File: src/rtl/irq_grp_pkg.sv
package irq_grp_pkg;
  localparam int ADDR_W = 2;

  typedef enum logic [ADDR_W-1:0] {
    REG_STATUS = 2'd0,
    REG_MASK   = 2'd1,
    REG_RSVD2  = 2'd2,
    REG_RSVD3  = 2'd3
  } reg_sel_e;
endpackage

File: src/rtl/irq_grp_rst_sync.sv
module irq_grp_rst_sync (
  input  logic clk,
  input  logic rst_n,
  output logic rst_sync_n
);
  logic [1:0] sync_q;
  logic [1:0] sync_d;

  always_comb sync_d = {sync_q[0], 1'b1};

  always_ff @(posedge clk or negedge rst_n) begin
    if (!rst_n) sync_q <= 2'b00;
    else        sync_q <= sync_d;
  end

  assign rst_sync_n = sync_q[1];
endmodule

File: src/rtl/irq_grp_status.sv
module irq_grp_status #(
  parameter int NUM_SRC = 8
) (
  input  logic               clk,
  input  logic               rst_n,
  input  logic [NUM_SRC-1:0] set_pulse,
  input  logic               wr_en,
  input  logic [NUM_SRC-1:0] wr_data,
  output logic [NUM_SRC-1:0] status_d,
  output logic [NUM_SRC-1:0] status_q
);
  logic upd_en;

  // Per-bit flag: a hardware set beats a software clear of the same bit.
  for (genvar i = 0; i < NUM_SRC; i++) begin : g_flag
    logic clr_bit;
    assign clr_bit     = wr_en & ~wr_data[i];
    assign status_d[i] = set_pulse[i] | (status_q[i] & ~clr_bit);
  end

  always_comb upd_en = wr_en | (|set_pulse);

  always_ff @(posedge clk or negedge rst_n) begin
    if (!rst_n)      status_q <= '0;
    else if (upd_en) status_q <= status_d;
  end
endmodule

File: src/rtl/irq_grp_mask.sv
module irq_grp_mask #(
  parameter int NUM_SRC = 8
) (
  input  logic               clk,
  input  logic               rst_n,
  input  logic               wr_en,
  input  logic [NUM_SRC-1:0] wr_data,
  output logic [NUM_SRC-1:0] mask_d,
  output logic [NUM_SRC-1:0] mask_q
);
  always_comb mask_d = wr_en ? wr_data : mask_q;

  always_ff @(posedge clk or negedge rst_n) begin
    if (!rst_n)     mask_q <= '1;
    else if (wr_en) mask_q <= mask_d;
  end
endmodule

File: src/rtl/irq_grp_out.sv
module irq_grp_out #(
  parameter int NUM_SRC = 8
) (
  input  logic               clk,
  input  logic               rst_n,
  input  logic [NUM_SRC-1:0] status_d,
  input  logic [NUM_SRC-1:0] mask_d,
  output logic               irq_q
);
  logic irq_d;

  // Built from next-state values so the output moves with the registers.
  always_comb irq_d = |(status_d & ~mask_d);

  always_ff @(posedge clk or negedge rst_n) begin
    if (!rst_n) irq_q <= 1'b0;
    else        irq_q <= irq_d;
  end
endmodule

File: src/rtl/irq_grp_ctrl.sv
module irq_grp_ctrl #(
  parameter int NUM_SRC = 8
) (
  input  logic                            clk,
  input  logic                            rst_n,
  input  logic [NUM_SRC-1:0]              src_req,
  input  logic [irq_grp_pkg::ADDR_W-1:0]  reg_addr,
  input  logic                            reg_wr_en,
  input  logic [NUM_SRC-1:0]              reg_wr_data,
  output logic [NUM_SRC-1:0]              reg_rd_data,
  output logic                            group_irq
);
  import irq_grp_pkg::*;

  logic               rst_sync_n;
  logic               wr_status;
  logic               wr_mask;
  logic [NUM_SRC-1:0] status_d;
  logic [NUM_SRC-1:0] status_q;
  logic [NUM_SRC-1:0] mask_d;
  logic [NUM_SRC-1:0] mask_q;

  irq_grp_rst_sync u_rst (
    .clk        (clk),
    .rst_n      (rst_n),
    .rst_sync_n (rst_sync_n)
  );

  always_comb begin
    wr_status = reg_wr_en && (reg_addr == REG_STATUS);
    wr_mask   = reg_wr_en && (reg_addr == REG_MASK);
  end

  irq_grp_status #(.NUM_SRC(NUM_SRC)) u_status (
    .clk       (clk),
    .rst_n     (rst_sync_n),
    .set_pulse (src_req),
    .wr_en     (wr_status),
    .wr_data   (reg_wr_data),
    .status_d  (status_d),
    .status_q  (status_q)
  );

  irq_grp_mask #(.NUM_SRC(NUM_SRC)) u_mask (
    .clk     (clk),
    .rst_n   (rst_sync_n),
    .wr_en   (wr_mask),
    .wr_data (reg_wr_data),
    .mask_d  (mask_d),
    .mask_q  (mask_q)
  );

  irq_grp_out #(.NUM_SRC(NUM_SRC)) u_out (
    .clk      (clk),
    .rst_n    (rst_sync_n),
    .status_d (status_d),
    .mask_d   (mask_d),
    .irq_q    (group_irq)
  );

  always_comb begin
    case (reg_addr)
      REG_STATUS: reg_rd_data = status_q;
      REG_MASK:   reg_rd_data = mask_q;
      default:    reg_rd_data = '0;
    endcase
  end
endmodule

File: config.mk
export PLATFORM = sky130hd
export DESIGN_NAME = irq_grp_ctrl
export DESIGN_NICKNAME = d
export VERILOG_FILES = /design/src/rtl/irq_grp_pkg.sv /design/src/rtl/irq_grp_rst_sync.sv /design/src/rtl/irq_grp_status.sv /design/src/rtl/irq_grp_mask.sv /design/src/rtl/irq_grp_out.sv /design/src/rtl/irq_grp_ctrl.sv
export SDC_FILE = /design/constraint.sdc
export NUM_CORES = 1
export LEC_CHECK = 0
export BUFFER_PORTS_ARGS = -buffer_cell sky130_fd_sc_hd__buf_2
export CORE_UTILIZATION = 45
export DETAILED_ROUTE_END_ITERATION = 8
export PLACE_DENSITY = 0.76
export SLEW_MARGIN = 10
export SYNTH_ARGS = -nofsm -noshare
export SYNTH_HDL_FRONTEND = slang
export SYNTH_SLANG_ARGS = --single-unit
export TNS_END_PERCENT = 30
File: constraint.sdc
create_clock -name clk -period 0.8 [get_ports clk]
set_input_delay 0 -clock clk [delete_from_list [all_inputs] [get_ports clk]]
set_output_delay 0 -clock clk [all_outputs]
set_load 0.01 [all_outputs]
==> impl_metrics.toml <==
[critical_path]
reg2regPathDepth = 4
path_cells = "mux2i_1 -> nor2_1 -> buf_2"
path_delay_family = "flip-flops"
end_kind = "output port"
crit_cells = 3
cp.buffers_inverters = 1
startpoint_type = "flip-flop"
cp_data_required_time_ps = 800
worstPathMaxFanout = 2
arrival_ps = 1140
setup.worst_path.class = "flip-flop to output port"
max_stage_delay_ps = 550
cpMaxStageDelayCell = "dfstp_2"

[layout]
fin_util_pct = 64.08
area_growth_syn_to_layout_pct = 32.68
drive_above_1_share_pct = 50.38
fin_nets = 153
antenna_cells = 0
design_area_sq_um = 1270

[routing]
drcViolationCount = 0
dr.pass1.iters = 4
drt-initial-drc-count = 17
via_per_inst = 4.797
drt-wirelength-per-cell_microns = 12.50
totalWireLength_microns = 1975
vias = 758
drtAntennaViolNets = 0

[hold_path]
hold_path.class = "primary input to flip-flop"
hold_path_depth = 2

[placement]
pre_cts_ws_ps = -281.6
port_buffers = 29
placed_area_sq_um = 1204
gp_congestion = 0.8097
post-dp-hpwl_microns = 1548

[logic_synthesis]
synth_area_leader_cell = "dfrtp_1"
ys_warn_count = 0
synth_seq_cells = 19
syn_nets = 106
synth_most_common_cell = "nor2_1"
synth_top_flop_cell = "dfrtp_1"
synth_cell_type_count = 14
netlist.area_leader.share_pct = 28.76
synth_edf_count = 0
netlist_top_cells_count = "nor2_1 (24), dfrtp_1 (11)"
synth_cells = 85
yosysSeqAreaShare_pct = 50.72
syn_area_sq_um = 957.2
avgSynthCellArea_sq_um = 11.26
async_flop_share_pct = 100.0
yosys-top-cells-area = "dfrtp_1 (29%), dfstp_2 (22%), nor2_1 (9.4%)"

[floorplanning]
ios = 30
dieArea_sq_um = 2316
core_sq_um = 1982
die_w_microns = 48.12
row_count = 16
dieHeight_microns = 48.12
initial_core_util_pct = 48.30

[timing]
setup_viol = 13
whs_ps = -43.77
period_minus_slack_ps = 1137
setup_ws_ps = -336.8
drv_slew = 0
rsz0062_at_grt = "true"
finalHoldViolations = 7
max_freq_ghz = 0.8797
timing.final.crit_share_pct = 142.1
worst_clock_skew_ps = 2.665

[flow_run]
drv_cap = 0

[status]
violations = "hold timing, setup timing"
status = "complete, but fails checks"

[power_and_ir_drop]
ir_drop_mv = 1.135
leakage_nw = 0.6926
power.density_nw_per_um2 = 1733

[global_routing]
grt-ovfl-total = 0
first_global_vias = 691
grt_usage_pct = 19.80
grt_pass1_wl_microns = 3001
antenna_found_initial = 0
grt_start_max_net_pins = 12

[clock_network]
cts_hold_buf = 2
cts_tree = "built"
clk_latency_ps = 300
clk_pin_slew_worst_paths_ps = 100
root_buffer = "clkbuf_4"
cts_buffers = 3
clockBufferDepth = 2
htree_levels = 1
cts.sinks = 19
## logic make-up (layout without fill, tap and decap cells)
family / count (synthesis) / in the layout / share of synthesized area (%)
and+or+nand+nor: 27 / 27 / 14.12
AOI/OAI and AO/OA: 12 / 12 / 9.935
buffers and inverters: 10 / 56 / 5.490
DFF: 19 / 19 / 50.72
muxes: 16 / 16 / 19.35
other: 1 / 1 / 0.3918
## state kept, by name, indices dropped and copies added (netlist names)
name	cells
u_mask.mask_q	8
u_status.status_q	8
u_rst.sync_q	2
u_out.irq_q	1
## repair_timing
action                                  4_1_cts  5_1_grt
pin swaps                                     2        2
cloned                                        0        0
endpoints found under the hold margin         9        7
resized for setup                             4        1
endpoints found under the setup margin       13       16
buffers inserted                              0        1
## where the power goes
group	switching, mW	leakage (nW)	internal (mW)
registers	0.0568	0.189	1.11
clock network	0.296	0.0177	0.187
logic	0.233	0.486	0.314
total	0.586	0.693	1.61
## layout by cell type, fill, tap and decap left out, drive strengths merged, types with 2 or more instances in the layout
cell          n
inv           8
a21o          8
dfrtp        11
mux2i         8
nor2         24
clkbuf        3
buf          42
dlygate4sd3   2
o22a          4
dfstp         8
mux2          8
## through the flow
step,std cells,total power [mW],TNS [ps]
final,158,2.200,-3048
after CTS,157,2.204,-3016
after floorplan,85,1.484,-179.2
after detailed placement,151,1.689,-647.7
after global placement,151,1.667,-493.5
after global routing,158,2.330,-3909
## layout make-up
type	instances	area, sq um
repair buffers	44	270.3
inverters	8	30.03
multi-input cells	56	422.9
flip-flops and latches	19	485.5
well taps	27	33.78
clock buffers	3	22.52
clock inverters	1	5.005
fillers	170	711.9
## final timing paths
check	from	end	slack, ps
worst max-delay path	u_mask.mask_q[5]	reg_rd_data[5]	-340
worst min-delay path	reg_wr_data[4]	u_mask.mask_q[4]	-40
worst max register to register	u_mask.mask_q[5]	u_out.irq_q	-300
worst min register to register	u_rst.sync_q[1]	u_status.status_q[2]	170
max in group asynchronous	rst_n	u_rst.sync_q[0]	160
min in group asynchronous	u_rst.sync_q[1]	u_status.status_q[2]	170
## per-layer routing
layer,routed length (microns),track usage [%],up-vias,part of all wire [%]
met2,1003,34.86,26,51
met1,852,24.64,350,43
met5,0,0,-,0
met4,35,6.667,0,1.8
li1,-,-,377,-
met3,83,3.333,5,4.2
Power figures use the tool's default switching activity.
